`src/rtl/tile_text_pkg.sv`:
```
package tile_text_pkg;
  localparam int GLYPH_W   = 8;
  localparam int GLYPH_H   = 16;
  localparam int CODE_W    = 7;
  localparam int COL_BITS  = $clog2(GLYPH_W);
  localparam int ROW_BITS  = $clog2(GLYPH_H);
  localparam int ADDR_W    = CODE_W + ROW_BITS;
  localparam int COLOR_W   = 3;

  localparam logic [CODE_W-1:0] CODE_SOLID   = 7'h7F;
  localparam logic [CODE_W-1:0] CODE_PATTERN = 7'h01;
  localparam logic [CODE_W-1:0] CODE_DIGIT0  = 7'h30;
  localparam logic [CODE_W-1:0] CODE_DIGIT9  = 7'h39;

  // seven-segment mask: bit0 top .. bit6 middle
  function automatic logic [6:0] seg_mask(input logic [3:0] digit);
    case (digit)
      4'd0: seg_mask = 7'h3F;
      4'd1: seg_mask = 7'h06;
      4'd2: seg_mask = 7'h5B;
      4'd3: seg_mask = 7'h4F;
      4'd4: seg_mask = 7'h66;
      4'd5: seg_mask = 7'h6D;
      4'd6: seg_mask = 7'h7D;
      4'd7: seg_mask = 7'h07;
      4'd8: seg_mask = 7'h7F;
      4'd9: seg_mask = 7'h6F;
      default: seg_mask = 7'h00;
    endcase
  endfunction

  function automatic logic [GLYPH_W-1:0] digit_word(input logic [6:0] seg,
                                                    input logic [ROW_BITS-1:0] row);
    logic [GLYPH_W-1:0] w;
    w = '0;
    if (row == 4'd2  && seg[0]) w = w | 8'h7E;
    if (row == 4'd7  && seg[6]) w = w | 8'h7E;
    if (row == 4'd12 && seg[3]) w = w | 8'h7E;
    if (row >= 4'd2 && row <= 4'd7) begin
      if (seg[5]) w = w | 8'h40;
      if (seg[1]) w = w | 8'h02;
    end
    if (row >= 4'd7 && row <= 4'd12) begin
      if (seg[4]) w = w | 8'h40;
      if (seg[2]) w = w | 8'h02;
    end
    return w;
  endfunction

  function automatic logic [GLYPH_W-1:0] glyph_word(input logic [CODE_W-1:0] code,
                                                    input logic [ROW_BITS-1:0] row);
    if (code == CODE_SOLID)
      return '1;
    else if (code == CODE_PATTERN)
      return {row, ~row};
    else if (code >= CODE_DIGIT0 && code <= CODE_DIGIT9)
      return digit_word(seg_mask(code[3:0]), row);
    else
      return '0;
  endfunction

  // leftmost column sits in the most significant bit
  function automatic logic pick_bit(input logic [GLYPH_W-1:0] word,
                                    input logic [COL_BITS-1:0] col);
    return word[~col];
  endfunction
endpackage

```
`src/rtl/tile_addr_stage.sv`:
```
module tile_addr_stage
  import tile_text_pkg::*;
#(
  parameter int X_W = 10,
  parameter int Y_W = 9
) (
  input  logic                clk,
  input  logic                rst_n,
  input  logic [X_W-1:0]      pix_x,
  input  logic [Y_W-1:0]      pix_y,
  input  logic                video_on,
  input  logic [CODE_W-1:0]   char_code,
  input  logic [COLOR_W-1:0]  fg_color,
  output logic [ADDR_W-1:0]   addr_q,
  output logic [COL_BITS-1:0] col_q,
  output logic                vid_q,
  output logic [COLOR_W-1:0]  color_q
);
  always_ff @(posedge clk or negedge rst_n) begin
    if (!rst_n) begin
      addr_q  <= '0;
      col_q   <= '0;
      vid_q   <= 1'b0;
      color_q <= '0;
    end else begin
      addr_q  <= {char_code, pix_y[ROW_BITS-1:0]};
      col_q   <= pix_x[COL_BITS-1:0];
      vid_q   <= video_on;
      color_q <= fg_color;
    end
  end
endmodule

```
`src/rtl/glyph_rom.sv`:
```
module glyph_rom
  import tile_text_pkg::*;
(
  input  logic                clk,
  input  logic                rst_n,
  input  logic [ADDR_W-1:0]   addr,
  input  logic [COL_BITS-1:0] col_in,
  input  logic                vid_in,
  input  logic [COLOR_W-1:0]  color_in,
  output logic [GLYPH_W-1:0]  word_q,
  output logic [COL_BITS-1:0] col_q,
  output logic                vid_q,
  output logic [COLOR_W-1:0]  color_q
);
  logic [CODE_W-1:0]   rd_code;
  logic [ROW_BITS-1:0] rd_row;
  assign rd_code = addr[ADDR_W-1:ROW_BITS];
  assign rd_row  = addr[ROW_BITS-1:0];

  always_ff @(posedge clk or negedge rst_n) begin
    if (!rst_n) begin
      word_q  <= '0;
      col_q   <= '0;
      vid_q   <= 1'b0;
      color_q <= '0;
    end else begin
      word_q  <= glyph_word(rd_code, rd_row);
      col_q   <= col_in;
      vid_q   <= vid_in;
      color_q <= color_in;
    end
  end

  // blank code reads as empty row
  a_r1_blank_code: assert property (@(posedge clk) disable iff (!rst_n)
    (rd_code == '0) |=> (word_q == '0));
  // solid code reads as full row
  a_r2_solid_row: assert property (@(posedge clk) disable iff (!rst_n)
    (rd_code == CODE_SOLID) |=> (word_q == '1));
  // test pattern follows the row index
  a_r3_pattern_row: assert property (@(posedge clk) disable iff (!rst_n)
    (rd_code == CODE_PATTERN) |=> (word_q == {$past(rd_row), ~$past(rd_row)}));
endmodule

```
`src/rtl/bit_pick_stage.sv`:
```
module bit_pick_stage
  import tile_text_pkg::*;
(
  input  logic                clk,
  input  logic                rst_n,
  input  logic [GLYPH_W-1:0]  word,
  input  logic [COL_BITS-1:0] col,
  input  logic                vid_in,
  input  logic [COLOR_W-1:0]  color_in,
  output logic                pix_q,
  output logic                vid_q,
  output logic [COLOR_W-1:0]  color_q
);
  always_ff @(posedge clk or negedge rst_n) begin
    if (!rst_n) begin
      pix_q   <= 1'b0;
      vid_q   <= 1'b0;
      color_q <= '0;
    end else begin
      pix_q   <= pick_bit(word, col);
      vid_q   <= vid_in;
      color_q <= color_in;
    end
  end

  // a full row always yields a lit pixel, an empty one a dark pixel
  a_r5_full_word_lit: assert property (@(posedge clk) disable iff (!rst_n)
    (word == '1) |=> pix_q);
  a_r5_empty_word_dark: assert property (@(posedge clk) disable iff (!rst_n)
    (word == '0) |=> !pix_q);
endmodule

```
`src/rtl/text_tile_renderer.sv`:
```
module text_tile_renderer
  import tile_text_pkg::*;
#(
  parameter int X_W = 10,
  parameter int Y_W = 9
) (
  input  logic                       clk,
  input  logic                       rst_n,
  input  logic [X_W-1:0]             pix_x,
  input  logic [Y_W-1:0]             pix_y,
  input  logic                       video_on,
  input  logic [CODE_W-1:0]          char_code,
  input  logic [COLOR_W-1:0]         fg_color,
  output logic [X_W-COL_BITS-1:0]    cell_col,
  output logic [Y_W-ROW_BITS-1:0]    cell_row,
  output logic                       pix_bit,
  output logic [COLOR_W-1:0]         rgb
);
  localparam int PIPE_DEPTH = 3;

  logic [ADDR_W-1:0]   s1_addr;
  logic [COL_BITS-1:0] s1_col, s2_col;
  logic                s1_vid, s2_vid, s3_vid;
  logic [COLOR_W-1:0]  s1_color, s2_color, s3_color;
  logic [GLYPH_W-1:0]  s2_word;
  logic                s3_pix;

  assign cell_col = pix_x[X_W-1:COL_BITS];
  assign cell_row = pix_y[Y_W-1:ROW_BITS];

  tile_addr_stage #(.X_W(X_W), .Y_W(Y_W)) addr_i (
    .clk(clk), .rst_n(rst_n), .pix_x(pix_x), .pix_y(pix_y),
    .video_on(video_on), .char_code(char_code), .fg_color(fg_color),
    .addr_q(s1_addr), .col_q(s1_col), .vid_q(s1_vid), .color_q(s1_color)
  );

  glyph_rom rom_i (
    .clk(clk), .rst_n(rst_n), .addr(s1_addr), .col_in(s1_col),
    .vid_in(s1_vid), .color_in(s1_color),
    .word_q(s2_word), .col_q(s2_col), .vid_q(s2_vid), .color_q(s2_color)
  );

  bit_pick_stage pick_i (
    .clk(clk), .rst_n(rst_n), .word(s2_word), .col(s2_col),
    .vid_in(s2_vid), .color_in(s2_color),
    .pix_q(s3_pix), .vid_q(s3_vid), .color_q(s3_color)
  );

  assign pix_bit = s3_pix;

  for (genvar ch = 0; ch < COLOR_W; ch++) begin : g_chan
    assign rgb[ch] = s3_pix & s3_color[ch] & s3_vid;
  end

  // edges seen since reset, saturating at the pipeline depth
  logic [1:0] since_rst;
  logic       primed;
  always_ff @(posedge clk or negedge rst_n) begin
    if (!rst_n)
      since_rst <= '0;
    else if (since_rst != 2'(PIPE_DEPTH))
      since_rst <= since_rst + 2'd1;
  end
  assign primed = (since_rst == 2'(PIPE_DEPTH));

  // blanked input three edges ago gives black
  a_r8_blank_black: assert property (@(posedge clk) disable iff (!rst_n)
    (primed && !$past(video_on, 3)) |-> (rgb == '0));
  // output colour never exceeds the delayed foreground
  a_r7_color_mask: assert property (@(posedge clk) disable iff (!rst_n)
    primed |-> ((rgb & ~$past(fg_color, 3)) == '0));
  // a lit visible pixel carries the whole delayed foreground
  a_r7_lit_color: assert property (@(posedge clk) disable iff (!rst_n)
    (primed && $past(video_on, 3) && pix_bit) |-> (rgb == $past(fg_color, 3)));
  // outputs stay dark until the pipeline has refilled
  a_r10_refill_dark: assert property (@(posedge clk) disable iff (!rst_n)
    (since_rst == 2'd0) |-> (!pix_bit && rgb == '0));
endmodule

```
`config.mk`:
```
export PLATFORM = sky130hd
export DESIGN_NAME = text_tile_renderer
export DESIGN_NICKNAME = d
export VERILOG_FILES = /design/src/rtl/tile_text_pkg.sv /design/src/rtl/tile_addr_stage.sv /design/src/rtl/glyph_rom.sv /design/src/rtl/bit_pick_stage.sv /design/src/rtl/text_tile_renderer.sv
export SDC_FILE = /design/constraint.sdc
export NUM_CORES = 1
export LEC_CHECK = 0
export BUFFER_PORTS_ARGS = -buffer_cell sky130_fd_sc_hd__buf_4
export CORE_ASPECT_RATIO = 1.25
export CORE_UTILIZATION = 53
export CTS_CLUSTER_DIAMETER = 100
export DETAILED_ROUTE_END_ITERATION = 10
export HOLD_SLACK_MARGIN = 0.05
export PLACE_DENSITY = 0.86
export REMOVE_ABC_BUFFERS = 1
export SLEW_MARGIN = 20
export SYNTH_ARGS = -nofsm -noshare
export SYNTH_HDL_FRONTEND = slang
export SYNTH_SLANG_ARGS = --single-unit
export TNS_END_PERCENT = 50
```
`constraint.sdc`:
```
create_clock -name clk -period 4.95 [get_ports clk]
set_input_delay 0.2475 -clock clk [delete_from_list [all_inputs] [get_ports clk]]
set_output_delay 0.2475 -clock clk [all_outputs]
set_load 0.02 [all_outputs]
```
==> impl_metrics.tcl, run 1 <==
set metrics [dict create \
    final_util 0.707 \
    cpLargestDelayFamily "compound AO/OA/AOI/OAI gates" \
    power_density_nw_per_um2 309 \
    max_freq_mhz 470 \
    worst_setup_path_start_kind "flip-flop" \
    drv_cap 0 \
    final_cells 187 \
    gp_congestion 0.831 \
    clock_sinks 38 \
    portBuffers 23 \
    core_sq_um 2730 \
    hold_viol_final 0 \
    critPathRequiredTime_ns 5.14 \
    crit_path_max_fanout 7 \
    antenna_cells 0 \
    fin_nets 192 \
    area_growth_pct 24.3 \
    yosysWarnings 0 \
    firstDrtPassIters 4 \
    cts-root-buf "clkbuf_4" \
    p_leak_nw 0.929 \
    worst_slack_ns 2.82 \
    period_needed_ns 2.13 \
    htreeDepth 2 \
    cts_setup_buffers 0 \
    slew_headroom 0.703 \
    post-route-period-util 0.430 \
    slew_viol_final 0 \
    synth-edff-count 0 \
    worstSetupPathType "flip-flop to flip-flop" \
    dp_slack_ns 2.85 \
    totalWireLength_mm 3.10 \
    endpoint_kind "flip-flop" \
    ys_seq_area_frac 0.612 \
    grt_pass1_wl_mm 5.29 \
    dp_hpwl_mm 1.92 \
    clockBufferDepth 2 \
    rsz0062_at_grt "no" \
    antenna_left 0 \
    viasPerCell 5.57 \
    drt_first_iter_violations 42 \
    path_clk_slew_ns 0.11 \
    ctsHoldBuffers 19 \
    cts_tree "done" \
    crit_arrival_ns 2.32 \
    n_fill_cell 187 \
    register_area_sq_um 951 \
    wl_per_cell_um 16.6 \
    clock_skew_ns 0.0124 \
    crit_chain "inv_1, ha_1, and2_1, o31ai_2, a2111oi_2, a211oi_2, o2111ai_1" \
    tns_ns 0 \
    final-setup-viol-count 0 \
    drc 0 \
    ctsResizeCount 0 \
    ys_ff_latch 38 \
    grt_max_degree 39 \
    hp-start "addr_i.col_q[2]" \
    clk_latency_ns 0.33 \
    vias 1041 \
    critPathLaunch "addr_i.addr_q[4]" \
    die_area_sq_um 3150 \
    overflow 0 \
    fp.dieW_um 50.4 \
    tightest_slew_ns 0.446 \
    cp_num_buf_inv 1 \
    num_rows 21 \
    io_pins 48 \
    async_flop_share 1.00 \
    synth_ff_type "dfrtp_1" \
    yosysUniqueCellTypes 36 \
    syn_area_sq_um 1550 \
    multiInputGateArea_sq_um 478 \
    cp_slowest_cell "dfrtp_1" \
    avgSynthCellArea_sq_um 13.2 \
    critPathMaxStageDelay_ns 0.48 \
    grt_usage 0.233 \
    grt_antenna_before_repair 0 \
    synthCells 118 \
    irDropWorstVdd_mv 0.239 \
    status "finished clean" \
    timing.rr.start "addr_i.addr_q[4]" \
    drive_above_1_share 0.242 \
    die_y_um 62.5 \
    initial_core_util 0.568 \
    holdCritPathClass "flip-flop to flip-flop" \
    numCtsBuffers 5 \
    dp_cells 161 \
    first_global_vias 1159 \
]
-- cell usage in the layout (no fill, tap or decap), types with 2 or more instances in the layout --
cell type / count
dfrtp_1: 38
buf_4: 23
dlygate4sd3_1: 19
nor2_1: 9
ha_1: 7
nand2_1: 6
clkbuf_4: 5
inv_1: 4
a21oi_1: 4
nand2b_1: 3
and3_1: 3
nand3b_1: 2
and3b_1: 2
o21ai_1: 2
mux4_2: 2
-- cells by family after synthesis --
group                      Yosys count  synth area share
DFF                                 38             0.612
buffers and inverters               18            0.0798
adders and majority gates            7            0.0564
and+or+nand+nor                     32             0.113
AOI/OAI and AO/OA                   19            0.0959
muxes                                4            0.0427
-- worst paths after layout --
check / slack (ns) / cells past startpoint / to
max: 2.82 / 7 / rom_i.word_q[1]
min: 0.36 / 0 / rom_i.col_q[2]
max reg2reg: 2.82 / 7 / rom_i.word_q[1]
min reg2reg: 0.36 / 0 / rom_i.col_q[2]
max in group asynchronous: 4.23 / 2 / addr_i.addr_q[9]
min in group asynchronous: 0.39 / 2 / rom_i.word_q[1]
-- state kept, by name, indices dropped and copies added (netlist names), 3 cells and up --
register	flops
addr_i.addr_q	11
pick_i.color_q	3
rom_i.word_q	8
addr_i.col_q	3
rom_i.color_q	3
addr_i.color_q	3
rom_i.col_q	3
-- synthesized netlist by cell type (all sizes together) (2+ instances only) --
cell type	number	share of area
a21oi	4	0.013
and3	3	0.012
and3b	2	0.011
buf	14	0.070
dfrtp	38	0.61
ha	7	0.056
inv	4	0.0097
mux4	2	0.029
nand2	6	0.015
nand2b	3	0.012
nand3b	2	0.0097
nor2	9	0.022
o21ai	4	0.015
-- through the flow --
stage | hold WS [ns] | power [W] | cell area, sq um
2_1_floorplan | -0.0481 | 0.000354 | 1440
3_3_place_gp | 0.213 | 0.000375 | 1660
3_5_place_dp | 0.223 | 0.000378 | 1660
4_1_cts | 0.360 | 0.000597 | 1930
5_1_grt | 0.362 | 0.000618 | 1930
6_report | 0.360 | 0.000597 | 1930
-- layer usage --
layer  part of all wire  vias to the layer above  wire length, um  track usage
li1                   -                      469                -            -
met1               0.35                      506             1080        0.240
met2               0.56                       55             1730        0.427
met3              0.068                       11              212       0.0827
met4              0.023                        0               70       0.0729
met5                  0                        -                0            0
-- power by group --
part	total [W]	internal (W)	switching, W
combinational	0.0000502	0.0000289	0.0000213
sequential	0.000335	0.000324	0.0000115
clock	0.000212	0.000118	0.0000942
-- final cells by class --
cell class,count,share of cell area
Clock buffer,6,0.0266
Clock inverter,1,0.0156
Inverter,4,0.00778
Multi-Input combinational cell,62,0.248
Sequential cell,38,0.493
Tap cell,34,0.0220
Timing Repair Buffer,42,0.188
Note: power is estimated with default switching activity, not from simulation.
==> inputs of run 2 (changes only) <==
--- a/config.mk
+++ b/config.mk
@@ -7,11 +7,11 @@
 export LEC_CHECK = 0
 export BUFFER_PORTS_ARGS = -buffer_cell sky130_fd_sc_hd__buf_4
 export CORE_ASPECT_RATIO = 1.25
-export CORE_UTILIZATION = 53
+export CORE_UTILIZATION = 45
 export CTS_CLUSTER_DIAMETER = 100
 export DETAILED_ROUTE_END_ITERATION = 10
 export HOLD_SLACK_MARGIN = 0.05
-export PLACE_DENSITY = 0.86
+export PLACE_DENSITY = 0.78
 export REMOVE_ABC_BUFFERS = 1
 export SLEW_MARGIN = 20
 export SYNTH_ARGS = -nofsm -noshare
==> constraint.sdc (replaced) <==
create_clock -name clk -period 1.72 [get_ports clk]
set_input_delay 0.086 -clock clk [delete_from_list [all_inputs] [get_ports clk]]
set_output_delay 0.086 -clock clk [all_outputs]
set_load 0.02 [all_outputs]
==> impl_metrics.tcl, run 2 (synthesis gave the netlist of run 1 again) <==
set metrics [dict create \
    status "complete, but fails checks" \
    violations "negative setup slack" \
    timing.rr.start "addr_i.addr_q[5]" \
    core_sq_um 3250 \
    slew_headroom 0.704 \
    holdCritPathClass "input pin to output pin" \
    io_pins 48 \
    first_global_vias 1113 \
    placed_area_sq_um 1720 \
    tightest_slew_ns 0.445 \
    viasPerCell 5.59 \
    fp.dieW_um 54.5 \
    final_area_sq_um 2100 \
    path_clk_slew_ns 0.07 \
    worstSetupPathType "flip-flop to flip-flop" \
    num_rows 23 \
    drt_first_iter_violations 34 \
    hold_viol_final 0 \
    grt_usage 0.225 \
    antenna_cells 0 \
    final_common_cell "dfrtp_1" \
    irDropWorstVdd_mv 1.35 \
    cts-root-buf "clkbuf_8" \
    overflow 0 \
    totalWireLength_mm 3.77 \
    portBuffers 23 \
    die_y_um 67.7 \
    reg2reg_depth 9 \
    antenna_left 0 \
    die_area_sq_um 3690 \
    firstDrtPassIters 4 \
    top_register "addr_i.addr_q" \
    htreeDepth 2 \
    largest_reg_flops 11 \
    crit_arrival_ns 2.07 \
    vias 1106 \
    hold_ws_ns 0.172 \
    reg2reg_to "rom_i.word_q[6]" \
    drv_cap 0 \
    final_cell_mix "dfrtp_1 (38), buf_4 (29), dlygate4sd3_1 (19)" \
    max_freq_mhz 535 \
    initial_core_util 0.477 \
    dp_hpwl_mm 2.03 \
    area_growth_pct 35.4 \
    p_leak_nw 0.997 \
    grt_pass1_wl_mm 5.36 \
    worst_slack_ns -0.149 \
    fin_nets 199 \
    min_path_cells 0 \
    gp_congestion 0.870 \
    reg_top3 "addr_i.addr_q (11), rom_i.word_q (8)" \
    clock_sinks 38 \
    cts_tree "done" \
    numCtsBuffers 5 \
    critPathRequiredTime_ns 1.92 \
    power_density_nw_per_um2 968 \
    grt_antenna_before_repair 0 \
    crit_path_max_fanout 6 \
    drc 0 \
    slew_viol_final 0 \
    endpoint_kind "flip-flop" \
    ff2ff_setup_slack_ns -0.15 \
    final-setup-viol-count 6 \
    rsz0062_at_grt "yes" \
    period_needed_ns 1.87 \
    clk_latency_ns 0.29 \
    hp-start "pix_x[3]" \
    grt_max_degree 39 \
    worst_setup_path_start_kind "flip-flop" \
    post-route-period-util 1.09 \
    clock_skew_ns 0.00873 \
    wl_per_cell_um 19.0 \
    clockBufferDepth 2 \
    drive_above_1_share 0.348 \
    hold_end "cell_col[0]" \
]
run 2: per-stage QoR:
step                TNS, ns  total power, W  worst slack [ns]  cells  utilization
floorplan            -0.706         0.00102            -0.167    104            -
global placement    -0.0354         0.00109           -0.0251    171        0.528
detailed placement   -0.163         0.00110           -0.0560    171        0.528
CTS                       0         0.00201           0.00118    198        0.633
global route          -1.11         0.00209            -0.213    198        0.646
finish               -0.770         0.00204            -0.149    198        0.646
run 2: area by class of cell:
type | count | area [sq um]
Timing Repair Buffer | 49 | 419
Tap cell | 37 | 46.3
Inverter | 4 | 15.0
Fill cell | 205 | 1150
Sequential cell | 38 | 951
Multi-Input combinational cell | 62 | 533
Clock buffer | 5 | 68.8
Clock inverter | 3 | 68.8
run 2: critical path: stages (launching register included):
cell       delay (ns)
dfrtp_1          0.37
inv_2            0.06
buf_4            0.14
ha_2             0.18
mux2i_1          0.18
o21ai_2          0.09
a2111oi_2        0.41
a211oi_2         0.10
buf_4            0.18
o211ai_1         0.08
run 2: routing by layer:
layer,global-route usage,up-vias,part of all wire
met5,0,-,0
met4,0.154,0,0.047
met3,0.0833,18,0.065
met2,0.396,73,0.56
met1,0.206,538,0.32
li1,-,477,-
run 2: power by group:
part / leakage, nW / switching, W / internal [W]
registers: 0.463 / 0.0000345 / 0.000932
clock network: 0.0683 / 0.000312 / 0.000581
logic: 0.466 / 0.0000768 / 0.0000991
run 2: timing repair:
action / CTS / global route
endpoints found under the setup margin: 6 / 6
hold buffers: 19 / 0
resized for setup: 5 / 9
setup buffers: 1 / 1
pin swaps: 4 / 5
endpoints found under the hold margin: 56 / 0
run 2: how the worst max path moves through the flow:
stage	startpoint	cells after the start	end	slack, ns
6_report	addr_i.addr_q[5]	9	rom_i.word_q[6]	-0.15
2_1_floorplan	addr_i.addr_q[4]	7	rom_i.word_q[1]	-0.17
4_1_cts	addr_i.addr_q[5]	8	rom_i.word_q[1]	0.001
5_1_grt	addr_i.addr_q[4]	8	rom_i.word_q[1]	-0.21
3_5_place_dp	addr_i.addr_q[4]	8	rom_i.word_q[1]	-0.06
3_3_place_gp	addr_i.addr_q[4]	8	rom_i.word_q[1]	-0.03
